==> config.mk <==
export PLATFORM = sky130hd
export DESIGN_NAME = mfs_supervisor
export DESIGN_NICKNAME = d
export VERILOG_FILES = /design/src/rtl/mfs_pkg.sv /design/src/rtl/mfs_lock_timer.sv /design/src/rtl/mfs_soft_ramp.sv /design/src/rtl/mfs_supervisor.sv
export SDC_FILE = /design/constraint.sdc
export NUM_CORES = 1
export LEC_CHECK = 0
export BUFFER_PORTS_ARGS = -buffer_cell sky130_fd_sc_hd__buf_4
export CAP_MARGIN = 10
export CELL_PAD_IN_SITES_DETAIL_PLACEMENT = 2
export CELL_PAD_IN_SITES_GLOBAL_PLACEMENT = 2
export CORE_MARGIN = 2
export CORE_UTILIZATION = 34
export DETAILED_ROUTE_END_ITERATION = 8
export PLACE_DENSITY_LB_ADDON = 0.1
export SLEW_MARGIN = 20
export SYNTH_ARGS = -nofsm -noshare
export SYNTH_HDL_FRONTEND = slang
export SYNTH_SLANG_ARGS = --single-unit
==> constraint.sdc <==
create_clock -name clk -period 3.4 [get_ports clk]
set_clock_uncertainty 0.1 [all_clocks]
set_input_delay 0.68 -clock clk [delete_from_list [all_inputs] [get_ports clk]]
set_output_delay 0.68 -clock clk [all_outputs]
set_load 0.02 [all_outputs]
==> src/rtl/mfs_pkg.sv <==
package mfs_pkg;
   typedef struct packed {
      logic run;
      logic uv;
      logic hot;
   } mfs_gate_t;

   function automatic logic gate_ok(mfs_gate_t g, logic fault);
      return g.run && !g.uv && !g.hot && !fault;
   endfunction
endpackage

==> src/rtl/mfs_lock_timer.sv <==
module mfs_lock_timer #(
   parameter int TRIP_W = 8
) (
   input  logic              clk,
   input  logic              rst_n,
   input  logic              run,
   input  logic              tmr_en,
   input  logic              lock_ok,
   input  logic              ref_chg,
   input  logic              tick,
   input  logic [TRIP_W-1:0] trip_ticks,
   output logic              fault_nxt,
   output logic              fault_q
);
   localparam int CW = TRIP_W + 1;

   logic [TRIP_W-1:0] cnt_q;
   logic [CW-1:0]     cnt_inc;
   logic              restart;
   logic              expire;

   assign cnt_inc   = {1'b0, cnt_q} + CW'(1);
   assign restart   = !run || !tmr_en || lock_ok || ref_chg;
   assign expire    = !restart && tick && (cnt_inc >= {1'b0, trip_ticks});
   assign fault_nxt = run && (fault_q || expire);

   always_ff @(posedge clk or negedge rst_n) begin
      if (!rst_n) begin
         cnt_q   <= '0;
         fault_q <= 1'b0;
      end else begin
         fault_q <= fault_nxt;
         if (restart)
            cnt_q <= '0;
         else if (tick && (cnt_q != {TRIP_W{1'b1}}))
            cnt_q <= cnt_inc[TRIP_W-1:0];
      end
   end
endmodule

==> src/rtl/mfs_soft_ramp.sv <==
module mfs_soft_ramp #(
   parameter int DUTY_W    = 8,
   parameter int RAMP_STEP = 1
) (
   input  logic              clk,
   input  logic              rst_n,
   input  logic              run,
   input  logic              tick,
   output logic [DUTY_W-1:0] ramp
);
   localparam logic [DUTY_W-1:0] FULL = {DUTY_W{1'b1}};

   logic [DUTY_W-1:0] ramp_nxt;

   generate
      if (RAMP_STEP == 1) begin : g_unit
         assign ramp_nxt = (ramp == FULL) ? FULL : ramp + DUTY_W'(1);
      end else begin : g_wide
         logic [DUTY_W:0] sum;
         assign sum      = {1'b0, ramp} + (DUTY_W+1)'(RAMP_STEP);
         assign ramp_nxt = (sum > {1'b0, FULL}) ? FULL : sum[DUTY_W-1:0];
      end
   endgenerate

   always_ff @(posedge clk or negedge rst_n) begin
      if (!rst_n)
         ramp <= '0;
      else if (!run)
         ramp <= '0;
      else if (tick)
         ramp <= ramp_nxt;
   end
endmodule

==> src/rtl/mfs_supervisor.sv <==
module mfs_supervisor #(
   parameter int TRIP_W    = 8,
   parameter int DUTY_W    = 8,
   parameter int RAMP_STEP = 1
) (
   input  logic              clk,
   input  logic              rst_n,
   input  logic              stop_req,
   input  logic              lock_ok,
   input  logic              tick,
   input  logic              tmr_en,
   input  logic              uv_trip,
   input  logic              hot_flag,
   input  logic              ref_chg,
   input  logic              supply_mod,
   input  logic [TRIP_W-1:0] trip_ticks,
   output logic              bridge_en,
   output logic              lock_fault,
   output logic [DUTY_W-1:0] ss_duty
);
   import mfs_pkg::*;

   localparam logic [DUTY_W-1:0] FULL = {DUTY_W{1'b1}};

   if (TRIP_W < 2) begin : g_bad_trip
      $error("TRIP_W must be at least 2");
   end
   if (DUTY_W < 2) begin : g_bad_duty
      $error("DUTY_W must be at least 2");
   end
   if (RAMP_STEP < 1 || RAMP_STEP > (1 << DUTY_W) - 1) begin : g_bad_step
      $error("RAMP_STEP out of range");
   end

   mfs_gate_t         gate;
   logic              fault_nxt;
   logic [DUTY_W-1:0] ramp_q;

   assign gate.run = !stop_req;
   assign gate.uv  = uv_trip;
   assign gate.hot = hot_flag;

   mfs_lock_timer #(.TRIP_W(TRIP_W)) u_timer (
      .clk        (clk),
      .rst_n      (rst_n),
      .run        (gate.run),
      .tmr_en     (tmr_en),
      .lock_ok    (lock_ok),
      .ref_chg    (ref_chg),
      .tick       (tick),
      .trip_ticks (trip_ticks),
      .fault_nxt  (fault_nxt),
      .fault_q    (lock_fault)
   );

   mfs_soft_ramp #(.DUTY_W(DUTY_W), .RAMP_STEP(RAMP_STEP)) u_ramp (
      .clk   (clk),
      .rst_n (rst_n),
      .run   (gate.run),
      .tick  (tick),
      .ramp  (ramp_q)
   );

   always_ff @(posedge clk or negedge rst_n) begin
      if (!rst_n)
         bridge_en <= 1'b0;
      else
         bridge_en <= gate_ok(gate, fault_nxt);
   end

   assign ss_duty = supply_mod ? ramp_q : FULL;
endmodule

== Word-level counts from Yosys, hierarchy flattened ==
Index checks and enable logic that the tools add are counted.

* Add/subtract/negate cells: 2
* $lt $le $gt $ge: 1
* Equality and inequality tests: 2
* Muxes and demuxes: 6
* Reduce and logical (&&, ||, !) cells: 19

{| class="wikitable"
|+ Operators with widths
! kind !! count
|-
| 8-bit two-way mux || 6
|-
| 8-bit by 1-bit adder with 9-bit output (second input constant) || 1
|-
| 9-bit by 8-bit >= comparator with 1-bit output || 1
|-
| 8-bit by 1-bit adder with 8-bit output (second input constant) || 1
|-
| 8-bit equality test (second input constant) || 1
|-
| 8-bit != test (second input constant) || 1
|-
| 1-bit logical AND || 7
|-
| 1-bit zero test || 6
|-
| 1-bit logical OR || 4
|-
| 2-bit nonzero test || 2
|}

* Register bits: 18

== Logic depth before layout (Yosys ltp) ==
Gate-level depths: netlist of run 1.

* Word-level depth: 11
* Gate-level depth with buffers: 9
* Gate-level depth less buffers: 9

== Modules after synthesis ==
From an unflattened synthesis of run 1, not the netlist that was laid out.

* Cell total of the unflattened synthesis: 129
* Area, all modules: 1251.2 sq um

{| class="wikitable"
|+ Modules (own cells, without submodules)
! module !! instances !! cells each !! area each (sq um) !! seq. area each (sq um)
|-
| mfs_lock_timer || 1 || 78 || 733.2 || 225.2
|-
| mfs_soft_ramp || 1 || 40 || 426.7 || 200.2
|-
| mfs_supervisor || 1 || 11 || 91.3 || 25.0
|}

== Worst setup path before layout of run 1 ==
No wires, ideal clock.

* Path type: reg2reg
* Start: register u_timer.cnt_q[0]
* End: register u_timer.fault_q
* Arrival time: 1956 ps
* Data required time: 3162 ps
* Path slack: 1207 ps
* Cell stages (with the launch flop): 10
* Path buffers: 0
* Clock period less this slack: 2193 ps
* Path through: dfrtp_1 ha_1 nand4_1 nor2_1 xor2_1 ha_1 and3_1 nor2b_1 nor3_1 a211oi_1

* Cells in the longest elaborated chain, start to end: 5

{| class="wikitable"
|+ RTL lines
! what !! line !! text
|-
| start: declaration || mfs_lock_timer.sv:17 || <nowiki>logic [TRIP_W-1:0] cnt_q;</nowiki>
|-
| start signal: assignment || mfs_lock_timer.sv:36 || <nowiki>cnt_q <= cnt_inc[TRIP_W-1:0];</nowiki>
|-
| 8-bit by 1-bit adder with 9-bit output || mfs_lock_timer.sv:22 || <nowiki>assign cnt_inc = {1'b0, cnt_q} + CW'(1);</nowiki>
|-
| 9-bit by 8-bit >= comparator with 1-bit output || mfs_lock_timer.sv:24 || <nowiki>assign expire = !restart && tick && (cnt_inc >= {1'b0, trip_ticks});</nowiki>
|-
| 1-bit logical AND || mfs_lock_timer.sv:24 ||
|-
| 1-bit logical OR || mfs_lock_timer.sv:25 || <nowiki>assign fault_nxt = run && (fault_q || expire);</nowiki>
|-
| 1-bit logical AND || mfs_lock_timer.sv:25 ||
|-
| named net fault_nxt || mfs_supervisor.sv:36 || <nowiki>logic fault_nxt;</nowiki>
|-
| end signal: assignment || mfs_lock_timer.sv:32 || <nowiki>fault_q <= fault_nxt;</nowiki>
|-
| end: declaration || mfs_lock_timer.sv:13 || <nowiki>output logic fault_q</nowiki>
|}

The timed path passes the listed nets, and every way through them passes these cells.
A chain may end at the register's enable or synchronous reset.

== Worst setup path after layout of run 1 ==
Ends and elaborated chain as after synthesis.

==> results.yml, run 1 <==
logic_synthesis:
  yosys_warnings: 0
  synthCells: 137
  ys_seq_elements: 18
  syn_nets: 165
  ys_seq_area_share_pct: 36.9
  synth_top_area_cell: "dfrtp_1"
  synth_flop_cell: "dfrtp_1"
  yosys-top-cells-area: "dfrtp_1 (37%), ha_1 (10%), xor2_1 (4.3%)"
  syn_avg_cell_area_um2: 8.90
  synth_area_um2: 1220
  yosysTopAreaCellShare_pct: 36.9
  synth_edf_count: 0
  yosys.cell_count.top_type: "dfrtp_1"
  synthArstFlopShare_pct: 100
  synthTopCellsByCount: "dfrtp_1 (18), inv_1 (12), nor2_1 (12)"
  synth_cell_types: 32
layout:
  instances_no_fill: 210
  multiInputGateArea_um2: 708
  final_cell_area_um2: 1500
  register_area_um2: 450
  syn2layout_area_growth_pct: 23.0
  final_nets: 193
  antenna_cells: 0
  drive_gt1_share_pct: 18.9
  fillerInstances: 393
  final_core_util_pct: 44.3
place:
  placed_cell_area_um2: 1460
  preCtsSetupSlack_ns: 0.866
  placed_cells: 206
  io_buffers: 27
  gp_congestion: 0.746
  dpl.hpwl_um: 2870
global_route:
  antenna_found_initial: 0
  grt_remaining_overflow: 0
  grt_pass1_wl_um: 6350
  grt_pass1_vias: 1294
  grt.total_usage_pct: 20.0
  grt_max_degree: 19
clock_network:
  post_cts.repair.setup_buffers: 0
  cts_hold_buf: 0
  clock-sinks: 18
  clkTransAtPathRegs_ns: 0.11
  cts_tree: "built"
  numCtsBuffers: 3
  cts_buffer_depth: 2
  insertion_delay_ns: 0.31
  htree_levels: 1
  cts-root-buf: "clkbuf_4"
  cts.repair.resized: 0
timing:
  max_slew_margin_pct: 63.2
  maxSlewViolCount: 0
  setup_tns_ns: 0
  min_period_ns: 2.55
  fmax_mhz: 392
  setup_viol: 0
  rsz0062_at_grt: "no"
  postLayoutSetupSlackWorst_ns: 0.846
  worst_pin_slew_ns: 0.545
  fin_crit_sh_pct: 75.1
  hold_viol: 0
pwr:
  ir_drop_mv: 0.141
  p_leak_uw: 0.000755
  p_per_area_nw_per_um2: 288
drt:
  detail_route.iter0.violations: 22
  totalWireLength_um: 3580
  routedWlPerCell_um: 17.1
  dr.pass1.iters: 4
  drcViolationCount: 0
  num_vias: 1177
  avgViaCountPerCell: 5.60
  antenna_left: 0
min_path:
  min_path_type: "in -> async"
worst_setup_path:
  start_kind: "register"
  crit_type: "reg -> reg"
  cp.arrival_ns: 2.64
  critPathMaxFanout: 5
  required_ns: 3.49
  end_kind: "register"
die:
  core_area_um2: 3390
  die_area_um2: 4080
  initial_core_util_pct: 36.0
  pin_count: 28
  rows: 21
  die_y_um: 63.9
  die_w_um: 63.9
outcome:
  status: "completed"
job:
  maxCapViolCount: 0
cells in the final DEF (no fill, tap or decap):
cell type	synthesis	routed
o31ai_1	1	1
a211oi_1	4	4
a31oi_1	2	2
a41oi_1	2	2
clkbuf_4	0	3
o21ai_0	2	2
and3_1	7	7
mux2i_1	2	2
nand2_1	5	5
ha_1	10	10
buf_4	0	27
o22ai_1	1	1
o2bb2ai_1	1	1
o21ai_1	1	1
o211ai_1	2	2
nand3_1	7	7
o211a_1	1	1
inv_1	12	12
a311oi_1	3	3
nor2b_1	3	3
nor2_1	12	12
a21oi_1	8	8
nand4_1	3	3
nand2b_1	7	7
xor2_1	6	6
clkbuf_8	0	1
xnor2_1	3	3
a32o_1	1	1
dfrtp_1	18	18
or4_1	3	3
or4b_1	1	1
nor4b_1	1	1
nor3_1	4	4
area by class of cell:
class	count	area share, %
inverters	12	3.00
repair buffers	27	13.5
clock buffers	4	2.42
multi-input cells	103	47.2
well taps	46	3.84
flip-flops and latches	18	30.0
metal layers:
layer	track usage, %	routed length, um
met4	5.16	38
met5	0	0
met1	26.1	1610
met3	3.35	134
met2	34.1	1800
kinds of logic (layout without fill, tap and decap cells):
kind of cell             count (synthesis)  count (layout)  share of synthesized area [%]
AO/OA/AOI/OAI                           29              29                           16.3
flip-flops                              18              18                           36.9
adder cells (fa/ha/maj)                 10              10                           10.3
multiplexers                             2               2                           1.64
XOR/XNOR                                 9               9                           6.46
buffers and inverters                   16              43                           5.02
AND/OR/NAND/NOR                         53              53                           23.4
report_power, final:
part	switching (uW)	internal (uW)	total [uW]	leakage (uW)
clock network	75.5	65.4	141	0.0000210
logic	38.9	31.1	70.0	0.000486
registers	3.31	217	221	0.000248
total	118	314	432	0.000755
state kept, by name (all words and copies together), names as in the netlist:
| register | cells |
|---|---|
| bridge_en | 1 |
| u_ramp.ramp | 8 |
| u_timer.cnt_q | 8 |
| u_timer.fault_q | 1 |
critical path: stages, from the launching register on:
cell and delay [ns]:
dfrtp_1 0.44, ha_1 0.27, nand4_1 0.23, nor2_1 0.18, xor2_1 0.22, ha_1 0.28
and3_1 0.20, nor2b_1 0.14, nor3_1 0.25, a211oi_1 0.12
path summary, 6_finish.rpt:
path                       depth (start not counted)        startpoint                to  slack [ns]
setup reg to reg                                   9  u_timer.cnt_q[0]   u_timer.fault_q        0.85
hold / removal                                     1             rst_n  u_timer.cnt_q[6]        0.12
setup / recovery                                   9  u_timer.cnt_q[0]   u_timer.fault_q        0.85
min in group clk                                   1    u_ramp.ramp[0]    u_ramp.ramp[0]        0.47
hold reg to reg                                    1    u_ramp.ramp[0]    u_ramp.ramp[0]        0.47
max in group asynchronous                          1             rst_n    u_ramp.ramp[5]        2.87
per-stage QoR:
stage | power (uW) | hold WS, ns
floorplan | 255 | 0.284
global placement | 292 | 0.413
detailed placement | 296 | 0.456
CTS | 440 | 0.118
global route | 457 | 0.115
finish | 432 | 0.124
Power figures use the tool's default switching activity.
==> run 2, diff against run 1 <==
--- a/config.mk
+++ b/config.mk
@@ -10,7 +10,7 @@
 export CELL_PAD_IN_SITES_DETAIL_PLACEMENT = 2
 export CELL_PAD_IN_SITES_GLOBAL_PLACEMENT = 2
 export CORE_MARGIN = 2
-export CORE_UTILIZATION = 34
+export CORE_UTILIZATION = 31
 export DETAILED_ROUTE_END_ITERATION = 8
 export PLACE_DENSITY_LB_ADDON = 0.1
 export SLEW_MARGIN = 20
==> constraint.sdc (replaced) <==
create_clock -name clk -period 2.4 [get_ports clk]
set_clock_uncertainty 0.1 [all_clocks]
set_input_delay 0.48 -clock clk [delete_from_list [all_inputs] [get_ports clk]]
set_output_delay 0.48 -clock clk [all_outputs]
set_load 0.02 [all_outputs]
==> run 2 against run 1 <==
  * Critical path depth unchanged
  * Largest cell class unchanged
  * Cell count increased by 3.8%
  * Flip-flop and latch count unchanged
  * Hold slack improved by 0.26 ns
  * Non-clock buffer count increased by 6
  * Die area increased by 9.1%
  * Global-route usage decreased by 0.82 points
  * Via count increased by 1.1%
==> results.yml, run 2 (synthesis results as in run 1) <==
outcome:
  status: "completed"
global_route:
  grt_pass1_vias: 1294
  antenna_found_initial: 0
  grt.total_usage_pct: 19.2
  grt_remaining_overflow: 0
  grt_pass1_wl_um: 6390
  grt_max_degree: 19
worst_setup_path:
  r2r-end: "u_timer.fault_q"
  worst-r2r-cell-count: 9
  critPathMaxFanout: 4
  r2r-start: "u_timer.cnt_q[0]"
  crit_chain: "ha_4 -> nand4_1 -> nor2_2 -> xor2_2 -> ha_1 -> and3_1 -> nor2b_1 -> nor3_2 -> a211oi_2"
  crit_type: "reg -> reg"
  cpPeakStageDelay_ns: 0.44
  start_kind: "register"
  startpoint: "u_timer.cnt_q[0]"
  cp.arrival_ns: 2.39
  cpMaxStageDelayCell: "dfrtp_1"
  required_ns: 2.43
  r2r_slack_ns: 0.04
  end_kind: "register"
layout:
  top_regs: "u_ramp.ramp: 8 flops, u_timer.cnt_q: 8 flops"
  final_nets: 199
  final_cell_mix: "buf_4 (31), dfrtp_1 (16), inv_1 (12)"
  final_common_cell: "buf_4"
  antenna_cells: 0
  instances_no_fill: 218
  drive_gt1_share_pct: 26.5
  final_cell_area_um2: 1630
  syn2layout_area_growth_pct: 33.4
drt:
  dr.pass1.iters: 4
  antenna_left: 0
  drcViolationCount: 0
  totalWireLength_um: 3920
  detail_route.iter0.violations: 29
  avgViaCountPerCell: 5.46
  routedWlPerCell_um: 18.0
  num_vias: 1190
clock_network:
  htree_levels: 1
  cts-root-buf: "clkbuf_8"
  clock-sinks: 18
  cts_buffer_depth: 2
  cts_tree: "built"
  insertion_delay_ns: 0.26
  numCtsBuffers: 3
  clkTransAtPathRegs_ns: 0.08
die:
  die_area_um2: 4450
  pin_count: 28
  core_area_um2: 3720
  initial_core_util_pct: 32.8
  die_w_um: 66.7
  rows: 22
  die_y_um: 66.7
min_path:
  min_from: "stop_req"
  whs_endpoint: "u_timer.fault_q"
  min_delay_path_depth: 2
  min_path_type: "in -> reg"
place:
  placed_cell_area_um2: 1470
  dpl.hpwl_um: 2770
  io_buffers: 27
  placed_cells: 209
  gp_congestion: 0.809
timing:
  worst_pin_slew_ns: 0.608
  setup_tns_ns: 0
  fmax_mhz: 424
  setup_viol: 0
  fin_crit_sh_pct: 98.4
  maxSlewViolCount: 0
  max_slew_margin_pct: 58.9
  whs_ns: 0.388
  hold_viol: 0
  min_period_ns: 2.36
job:
  maxCapViolCount: 0
pwr:
  report.power.total_uw: 676
  p_per_area_nw_per_um2: 415
  p_leak_uw: 0.000787
  ir_drop_mv: 0.302
## run 2: cell count changes in the layout (fill, tap and decap cells not counted), sizes merged
cell         delta
buf             +5
dlygate4sd3     +1
## run 2: final cells by class
class / instances / area (um^2)
clock buffers: 4 / 55.1
fillers: 422 / 2090
inverters: 12 / 45.0
multi-input cells: 103 / 761
flip-flops and latches: 18 / 453
well taps: 48 / 60.1
repair buffers: 33 / 254
## run 2: how the worst max path moves through the flow
| stage | to | slack (ns) |
|---|---|---|
| 5_1_grt | u_timer.fault_q | -0.07 |
| 3_3_place_gp | u_timer.fault_q | 0.16 |
| 2_1_floorplan | u_timer.fault_q | 0.21 |
| 4_1_cts | u_timer.fault_q | 0.01 |
| 3_5_place_dp | u_timer.fault_q | -0.05 |
| 6_report | u_timer.fault_q | 0.04 |
## run 2: what timing repair did
action / CTS / global route
setup buffers: 2 / 2
pin swaps: 0 / 5
hold buffers: 1 / 0
endpoints found under the setup margin: 2 / 2
hold endpoints to repair: 18 / 0
resized for setup: 1 / 12
## run 2: report_power, final
part,switching [uW],internal [uW]
Combinational,56.2,46.0
Clock,115,146
Sequential,4.57,308
Total,176,500
## run 2: worst max-delay path: cells and delay by family, from the launching register on
kind | cells | cell delay (ns)
AO/OA/AOI/OAI | 1 | 0.10
XOR/XNOR | 1 | 0.18
adder cells (fa/ha/maj) | 2 | 0.46
flip-flops | 1 | 0.44
AND/OR/NAND/NOR | 5 | 0.94
## run 2: layer usage
| layer | vias up | track usage, % | routed length [um] |
|---|---|---|---|
| met1 | 605 | 23.5 | 1730 |
| met3 | 4 | 2.53 | 124 |
| li1 | 558 | - | - |
| met4 | 0 | 5.36 | 41 |
| met2 | 23 | 34.8 | 2020 |
| met5 | - | 0 | 0 |
## run 2: stage by stage
stage / utilization [%] / worst slack [ns]
3_3_place_gp: 39.7 / 0.160
3_5_place_dp: 39.7 / -0.0501
2_1_floorplan: - / 0.207
4_1_cts: 41.9 / 0.0141
5_1_grt: 43.8 / -0.0727
6_report: 43.8 / 0.0389
